### config.mk
export PLATFORM = sky130hd
export DESIGN_NAME = obs_toggle_mux
export DESIGN_NICKNAME = d
export VERILOG_FILES = /design/src/rtl/obs_mux_pkg.sv /design/src/rtl/obs_pin_sync.sv /design/src/rtl/obs_step_ctr.sv /design/src/rtl/obs_group_mux.sv /design/src/rtl/obs_toggle_mux.sv
export SDC_FILE = /design/constraint.sdc
export NUM_CORES = 1
export LEC_CHECK = 0
export BUFFER_PORTS_ARGS = -buffer_cell sky130_fd_sc_hd__buf_2
export CORE_UTILIZATION = 46
export DETAILED_ROUTE_END_ITERATION = 6
export PLACE_DENSITY = 0.93
export SLEW_MARGIN = 0
export SYNTH_ARGS = -nofsm -noshare
export SYNTH_HDL_FRONTEND = slang
export SYNTH_SLANG_ARGS = --single-unit
### constraint.sdc
create_clock -name clk -period 4.57 [get_ports clk]
set_clock_uncertainty 0.1 [all_clocks]
set_input_delay 0.2285 -clock clk [delete_from_list [all_inputs] [get_ports clk]]
set_output_delay 0.2285 -clock clk [all_outputs]
set_load 0.03 [all_outputs]
### src/rtl/obs_mux_pkg.sv
package obs_mux_pkg;
  localparam int OBS_GROUP_W_DEF  = 6;
  localparam int OBS_GROUPS_DEF   = 16;
  localparam int OBS_SYNC_DEF     = 2;
endpackage

### src/rtl/obs_pin_sync.sv
module obs_pin_sync #(
  parameter int STAGES = 2
) (
  input  logic clk,
  input  logic rst,
  input  logic pin_async,
  output logic pin_sync
);
  logic [STAGES-1:0] chain_q;

  // Reset seeds every stage with the live pin level so no edge appears later.
  generate
    for (genvar s = 0; s < STAGES; s++) begin : g_stage
      if (s == 0) begin : g_first
        always_ff @(posedge clk) begin
          chain_q[0] <= pin_async;
        end
      end else begin : g_rest
        always_ff @(posedge clk) begin
          if (rst) chain_q[s] <= pin_async;
          else     chain_q[s] <= chain_q[s-1];
        end
      end
    end
  endgenerate

  assign pin_sync = chain_q[STAGES-1];
endmodule

### src/rtl/obs_step_ctr.sv
module obs_step_ctr #(
  parameter int NUM_GROUPS = 16,
  localparam int SEL_W = (NUM_GROUPS > 1) ? $clog2(NUM_GROUPS) : 1
) (
  input  logic             clk,
  input  logic             rst,
  input  logic             pin_raw,
  input  logic             pin_sync,
  output logic [SEL_W-1:0] sel
);
  localparam logic [SEL_W-1:0] LAST = SEL_W'(NUM_GROUPS - 1);

  logic prev_q;
  logic toggle;

  always_ff @(posedge clk) begin
    if (rst) prev_q <= pin_raw;
    else     prev_q <= pin_sync;
  end

  assign toggle = pin_sync ^ prev_q;

  always_ff @(posedge clk) begin
    if (rst) begin
      sel <= '0;
    end else if (toggle) begin
      if (sel == LAST) sel <= '0;
      else             sel <= sel + 1'b1;
    end
  end
endmodule

### src/rtl/obs_group_mux.sv
module obs_group_mux #(
  parameter int GROUP_W    = 6,
  parameter int NUM_GROUPS = 16,
  localparam int SEL_W  = (NUM_GROUPS > 1) ? $clog2(NUM_GROUPS) : 1,
  localparam int BUS_W  = GROUP_W * NUM_GROUPS
) (
  input  logic               clk,
  input  logic               rst,
  input  logic [BUS_W-1:0]   bus,
  input  logic [SEL_W-1:0]   sel,
  output logic [GROUP_W-1:0] out
);
  logic [GROUP_W-1:0] grp [NUM_GROUPS];
  logic [GROUP_W-1:0] pick;

  generate
    for (genvar k = 0; k < NUM_GROUPS; k++) begin : g_grp
      assign grp[k] = bus[k*GROUP_W +: GROUP_W];
    end
  endgenerate

  always_comb begin
    pick = '0;
    for (int k = 0; k < NUM_GROUPS; k++) begin
      if (sel == SEL_W'(k)) pick = grp[k];
    end
  end

  always_ff @(posedge clk) begin
    if (rst) out <= '0;
    else     out <= pick;
  end
endmodule

### src/rtl/obs_toggle_mux.sv
module obs_toggle_mux
  import obs_mux_pkg::*;
#(
  parameter int GROUP_W     = OBS_GROUP_W_DEF,
  parameter int NUM_GROUPS  = OBS_GROUPS_DEF,
  parameter int SYNC_STAGES = OBS_SYNC_DEF,
  localparam int SEL_W = (NUM_GROUPS > 1) ? $clog2(NUM_GROUPS) : 1,
  localparam int BUS_W = GROUP_W * NUM_GROUPS
) (
  input  logic               clk,
  input  logic               rst,
  input  logic               obs_step_pin,
  input  logic [BUS_W-1:0]   probe_bus,
  output logic [GROUP_W-1:0] obs_pins
);
  logic             pin_s;
  logic [SEL_W-1:0] sel_q;

  obs_pin_sync #(.STAGES(SYNC_STAGES)) u_sync (
    .clk(clk), .rst(rst), .pin_async(obs_step_pin), .pin_sync(pin_s)
  );

  obs_step_ctr #(.NUM_GROUPS(NUM_GROUPS)) u_ctr (
    .clk(clk), .rst(rst), .pin_raw(obs_step_pin), .pin_sync(pin_s), .sel(sel_q)
  );

  obs_group_mux #(.GROUP_W(GROUP_W), .NUM_GROUPS(NUM_GROUPS)) u_mux (
    .clk(clk), .rst(rst), .bus(probe_bus), .sel(sel_q), .out(obs_pins)
  );
endmodule

==> flow_summary.yaml, run 1 <==
logic_synthesis:
  yosysWarnings: 0
  synth_cell_types: 53
  synthTopCellsByArea: "dfxtp_1 17%, a21oi_1 6.7%, o22ai_1 6.0%, nand2_1 5.7%, nand2b_1 3.6%"
  syn-cell-area_mm2: 0.00157
  synthArstFlopShare_pct: 0
  synthTopCellsByCount: "24 x nand2_1, 21 x a21oi_1, 15 x o22ai_1, 13 x dfxtp_1, 12 x nor2_1"
  yosys_register_bits: 13
  synth_ff_type: "dfxtp_1"
  synth_top_area_cell: "dfxtp_1"
  synth-seq-area-share_pct: 16.6
  synthesis.nets: 328
  synth_edf_count: 0
  yosys.cell_count.top_type: "nand2_1"
  synth_top_area_share_pct: 16.6
  syn_inst: 225
  avgSynthCellArea_um2: 6.97
place:
  gp_congestion: 0.929
  dp_cells: 353
  dp_hpwl_um: 4250
  io_buffer_count: 104
sta:
  slew_violations: 0
  post-route-period-util_pct: 66.7
  slew_headroom_pct: 24.5
  fin_crit_ps: 3050
  rsz0062_at_grt: "no"
  setup_viol: 0
  hold_viol: 0
  tightest_slew_ps: 1130
  fmax_ghz: 0.328
  tns_ps: 0
  fin_hold_ws_ps: 181
setup_path:
  rr_startpoint: "u_ctr.sel[0]"
  cp-start-kind: "flip-flop"
  crit_path_start: "u_ctr.sel[0]"
  endpoint_kind: "flip-flop"
  cp.required_ps: 4700
  arrival_ps: 3180
  worstSetupPathType: "reg -> reg"
  crit_fanout: 29
clock_network:
  numCtsBuffers: 3
  clk_latency_ps: 290
  clkSinkCount: 13
  cts_buffer_depth: 2
  htreeDepth: 1
  cts_tree: "yes"
  cts.repair.resized: 0
  root_buffer: "clkbuf_4"
  clk_pin_slew_ps: 110
  post_cts_buffers: 0
detailed_routing:
  drc: 0
  routed_wl_um: 5970
  viasPerCell: 6.37
  dr.pass1.iters: 6
  dr.max_layer_used: "met4"
  initialDrtViolationCount: 331
  wl_per_cell_um: 16.7
  met1_length_um: 2350
  via_count: 2280
  wl_met2_um: 2820
  dr_wl_met3_um: 662
  drtAntennaViolNets: 0
cells_and_area:
  syn2layout_area_growth_pct: 32.4
  fin_cells: 358
  layout-drive-gt1-share_pct: 37.3
  final_nets: 418
  antenna_cells: 0
hold_path:
  min_path_type: "in -> reg"
  min-delay-start: "probe_bus[84]"
status:
  status: "complete, no violations"
global_routing:
  grt.overflow.total: 0
  grt_start_max_net_pins: 34
  grt_use_total_pct: 33.2
  first_global_vias: 2052
  grt_first_pass_wirelength_um: 9090
  antenna_found_initial: 0
run:
  max_cap_viol_count: 0
floorplan:
  start_util_pct: 49.7
  core_mm2: 0.00315
  row_count: 20
  die_area_mm2: 0.00365
  ios: 105
  die_w_um: 60.4
  die_y_um: 60.4
power_and_ir_drop:
  ir_drop_v: 0.000194
  cellPowerDensity_mw_per_mm2: 247
  p_leak_nw: 0.929
==> critical path, cell delays in order, from the launching register on <==
cell and delay, ps:
dfxtp_1 430, ha_1 850, nand2b_1 480, o22a_1 210, a311oi_1 80, or4_1 570
a221oi_2 250
==> power by group <==
part	leakage, nW	switching (mW)	total [mW]	internal, mW
sequential	0.108	0.00932	0.138	0.128
combinational	0.804	0.171	0.293	0.121
clock	0.0177	0.0495	0.0822	0.0327
total	0.929	0.230	0.512	0.282
==> through the flow <==
step,cell area [um^2],util [%],power [mW],setup WS (ps)
2_1_floorplan,1570,-,0.335,2490
3_3_place_gp,2040,64.6,0.417,1700
3_5_place_dp,2040,64.6,0.422,1630
4_1_cts,2080,65.8,0.501,1610
5_1_grt,2080,65.8,0.542,1330
6_report,2080,65.8,0.512,1520
==> cells by family (layout without fill, tap and decap cells) <==
group	Yosys count	count (layout)	share of synthesized area, %
DFF	13	13	16.6
adders and majority gates	4	4	3.19
buffers and inverters	32	121	9.58
AOI/OAI and AO/OA	104	104	46.8
xor gates and xnor gates	3	3	1.68
and+or+nand+nor	69	69	22.2
==> state kept, by name, indices dropped and copies added (netlist names) <==
register,cells
u_ctr.prev_q,1
u_ctr.sel,4
u_mux.out,6
u_sync.chain_q,1
u_sync.pin_sync,1
==> layout make-up <==
class	instances	area, um^2
Tap cell	44	55.1
Clock inverter	1	5.00
Fill cell	287	1080
Multi-Input combinational cell	180	1160
Clock buffer	3	22.5
Sequential cell	13	260
Timing Repair Buffer	105	531
Inverter	12	45.0
==> path summary, 6_finish.rpt <==
kind	endpoint	slack, ps	cells past startpoint
worst max-delay path	u_mux.out[3]	1520	6
worst min-delay path	u_mux.out[0]	180	3
worst max register to register	u_mux.out[3]	1520	6
worst min register to register	u_sync.pin_sync	360	2
==> layer usage <==
| layer | GRT usage [%] | vias to the layer above |
|---|---|---|
| li1 | - | 1046 |
| met1 | 40.8 | 1024 |
| met2 | 57.1 | 183 |
| met3 | 5.97 | 27 |
| met4 | 13.0 | 0 |
| met5 | 0 | - |
==> cell usage in the layout (no fill, tap or decap), types with 5 or more instances in the layout <==
| cell | count |
|---|---|
| o211ai_1 | 5 |
| a21oi_1 | 21 |
| inv_1 | 10 |
| nor2_1 | 12 |
| o21ai_0 | 9 |
| nand2_1 | 24 |
| nand2b_1 | 9 |
| o221ai_1 | 5 |
| o22ai_1 | 15 |
| a221oi_1 | 5 |
| a31oi_1 | 8 |
| buf_2 | 104 |
| dfxtp_1 | 13 |
==> repair_timing <==
item                                   in CTS  in global routing
setup endpoints to repair                   0                  0
endpoints found under the hold margin       1                  0
hold buffers                                1                  0
Power figures use the tool's default switching activity.
==> run 2, diff against run 1 <==
--- a/config.mk
+++ b/config.mk
@@ -5,10 +5,11 @@
 export SDC_FILE = /design/constraint.sdc
 export NUM_CORES = 1
 export LEC_CHECK = 0
+export ABC_AREA = 1
 export BUFFER_PORTS_ARGS = -buffer_cell sky130_fd_sc_hd__buf_2
-export CORE_UTILIZATION = 46
+export CORE_UTILIZATION = 38
 export DETAILED_ROUTE_END_ITERATION = 6
-export PLACE_DENSITY = 0.93
+export PLACE_DENSITY = 0.83
 export SLEW_MARGIN = 0
 export SYNTH_ARGS = -nofsm -noshare
 export SYNTH_HDL_FRONTEND = slang
==> constraint.sdc (replaced) <==
create_clock -name clk -period 2.7 [get_ports clk]
set_clock_uncertainty 0.1 [all_clocks]
set_input_delay 0.135 -clock clk [delete_from_list [all_inputs] [get_ports clk]]
set_output_delay 0.135 -clock clk [all_outputs]
set_load 0.03 [all_outputs]
==> run 2 against run 1 <==
Compared with the run above:
- hold slack lost 100 ps
- first-iteration DRC count shrank 37%
- die area grew 21%
- cell count grew 28%
- largest cell class unchanged
==> flow_summary.yaml, run 2 <==
clock_network:
  clk_pin_slew_ps: 60
  clk_latency_ps: 240
  cts.repair.resized: 0
  cts_tree: "yes"
  clkSinkCount: 13
  cts_buffer_depth: 2
  numCtsBuffers: 3
  post_cts_buffers: 0
  root_buffer: "clkbuf_8"
  htreeDepth: 1
detailed_routing:
  routed_wl_um: 4900
  initialDrtViolationCount: 208
  wl_per_cell_um: 10.7
  drtAntennaViolNets: 0
  drc: 0
  dr.pass1.iters: 4
  viasPerCell: 4.79
  via_count: 2205
logic_synthesis:
  avgSynthCellArea_um2: 5.15
  yosys_register_bits: 13
  synth_top_area_share_pct: 28.1
  synth_edf_count: 0
  syn-cell-area_mm2: 0.00158
  synth_cell_types: 26
  synthTopCellsByCount: "118 x nand2_1, 44 x nor2_1, 32 x inv_1, 30 x nand3_1, 14 x a21oi_1"
  synth-seq-area-share_pct: 16.5
  yosys.cell_count.top_type: "nand2_1"
  syn_inst: 306
  synthTopCellsByArea: "nand2_1 28%, dfxtp_1 17%, nor2_1 10%, nand3_1 9.5%, inv_1 7.6%"
  synth_ff_type: "dfxtp_1"
  synth_top_area_cell: "nand2_1"
  yosysWarnings: 0
  synthArstFlopShare_pct: 0
  synthesis.nets: 409
cells_and_area:
  final_nets: 514
  nFillCells: 435
  reg.largest.list: "u_mux.out x6, u_ctr.sel x4"
  fin_cells: 460
  antenna_cells: 0
  multi_input_area_mm2: 0.00113
  layout-drive-gt1-share_pct: 30.0
  layout_commonest_cell: "nand2_1"
  register_area_um2: 260
  final_cell_mix: "118 x nand2_1, 104 x buf_2, 44 x nor2_1"
  syn2layout_area_growth_pct: 38.8
  largest_reg_flops: 6
  largest_register: "u_mux.out"
place:
  io_buffer_count: 104
  dp_hpwl_um: 3920
  gp_congestion: 0.951
  dp_cells: 454
sta:
  setup_viol: 0
  hold_viol: 0
  post-route-period-util_pct: 86.6
  fin_crit_ps: 2340
  fmax_ghz: 0.428
  rsz0062_at_grt: "no"
  tns_ps: 0
  slew_violations: 0
  slew_headroom_pct: 51.6
  tightest_slew_ps: 724
global_routing:
  first_global_vias: 1957
  antenna_found_initial: 0
  grt_use_total_pct: 22.6
  grt.overflow.total: 0
  grt_first_pass_wirelength_um: 7960
  grt_start_max_net_pins: 14
hold_path:
  min_to: "u_mux.out[2]"
  min-delay-start: "probe_bus[92]"
  min_path_type: "in -> reg"
  hold_depth: 3
setup_path:
  r2r_slack_ps: 360
  rr_startpoint: "u_ctr.sel[1]"
  path_cells: "inv_1 -> ha_1 -> nor2_1 -> nand3_1 -> nand3_1 -> nand3_1 -> nand3b_1 -> nand2_1 -> nand2_1 -> nand2_1 -> nand3_1 -> nand3_1 -> nand2_1 -> nand2_1 -> nand3_1 -> nand2_1 -> a21oi_1"
  r2r_cells: 17
  critPathMaxStageDelay_ps: 370
  arrival_ps: 2410
  cp-start-kind: "flip-flop"
  worstSetupPathType: "reg -> reg"
  crit_family: "simple AND/OR/NAND/NOR gates"
  critical-path-slowest-cell: "dfxtp_1"
  crit_fanout: 6
  cp.required_ps: 2770
  cp_num_buf_inv: 1
  endpoint_kind: "flip-flop"
  r2r_end: "u_mux.out[3]"
floorplan:
  row_count: 23
  die_w_um: 66.4
  core_mm2: 0.00400
  die_y_um: 66.4
  ios: 105
  die_area_mm2: 0.00441
  start_util_pct: 39.4
power_and_ir_drop:
  ir_drop_v: 0.000307
  p_leak_nw: 1.25
  cellPowerDensity_mw_per_mm2: 353
  p_total_uw: 772
run:
  max_cap_viol_count: 0
status:
  status: "complete, no violations"
-- run 2: cell types whose count changed in the layout (fill, tap and decap cells not counted), moves of 7 or more --
cell,previous run,this run
o22ai_1,15,1
nand2b_1,9,0
or2_2,0,7
a21oi_1,21,14
inv_1,10,32
nand2_1,24,118
nand3_1,2,30
a31oi_1,8,1
nor2_1,12,44
-- run 2: cells by family after synthesis --
logic type | synth area share (%)
buf+inv | 11.4
flops | 16.5
simple gates | 58.3
fa+ha+maj | 3.18
compound gates | 10.0
xor+xnor | 0.556
-- run 2: repair_timing --
item                                    4_1_cts  5_1_grt
endpoints found under the setup margin        0        0
hold buffers                                  2        0
endpoints found under the hold margin         2        0
-- run 2: worst reg2reg max path, delay by kind of cell, from the launching register on --
family          cells  cell delay (ps)
flops               1              370
buf+inv             1              100
fa+ha+maj           1              250
simple gates       14             1350
compound gates      1              120
-- run 2: how the worst max path moves through the flow --
stage | cells after the start | startpoint | to
after floorplan | 19 | u_ctr.sel[1] | u_mux.out[2]
after global placement | 17 | u_ctr.sel[1] | u_mux.out[3]
after detailed placement | 19 | u_ctr.sel[1] | u_mux.out[2]
after CTS | 17 | u_ctr.sel[1] | u_mux.out[3]
after global routing | 17 | u_ctr.sel[1] | u_mux.out[3]
final | 17 | u_ctr.sel[1] | u_mux.out[3]
-- run 2: report_power, final --
part,internal (mW),switching (mW)
Combinational,0.155,0.217
Clock,0.104,0.0700
Sequential,0.215,0.0104
-- run 2: per-layer routing --
metal / vias to the layer above / wire length (um) / GRT usage (%)
li1: 1163 / - / -
met2: 85 / 2370 / 40.1
met4: 0 / 84 / 7.71
met3: 15 / 264 / 1.38
met1: 942 / 2180 / 28.6
met5: - / 0 / 0
-- run 2: layout make-up --
| type | count | share of cell area (%) |
|---|---|---|
| tap | 50 | 2.86 |
| multi-input combinational | 250 | 51.9 |
| timing repair buffer | 107 | 25.1 |
| inverter | 36 | 6.18 |
| clock buffer | 4 | 2.06 |
| sequential | 13 | 11.9 |
-- run 2: stage by stage --
step                setup WS, ps  area, um^2  util [%]  hold WS [ps]
floorplan                    739        1580         -          62.7
global placement             466        2120      53.0           152
detailed placement           405        2120      53.0           155
CTS                          381        2190      54.6          66.2
global route                 104        2190      54.6          76.8
finish                       361        2190      54.6          76.2
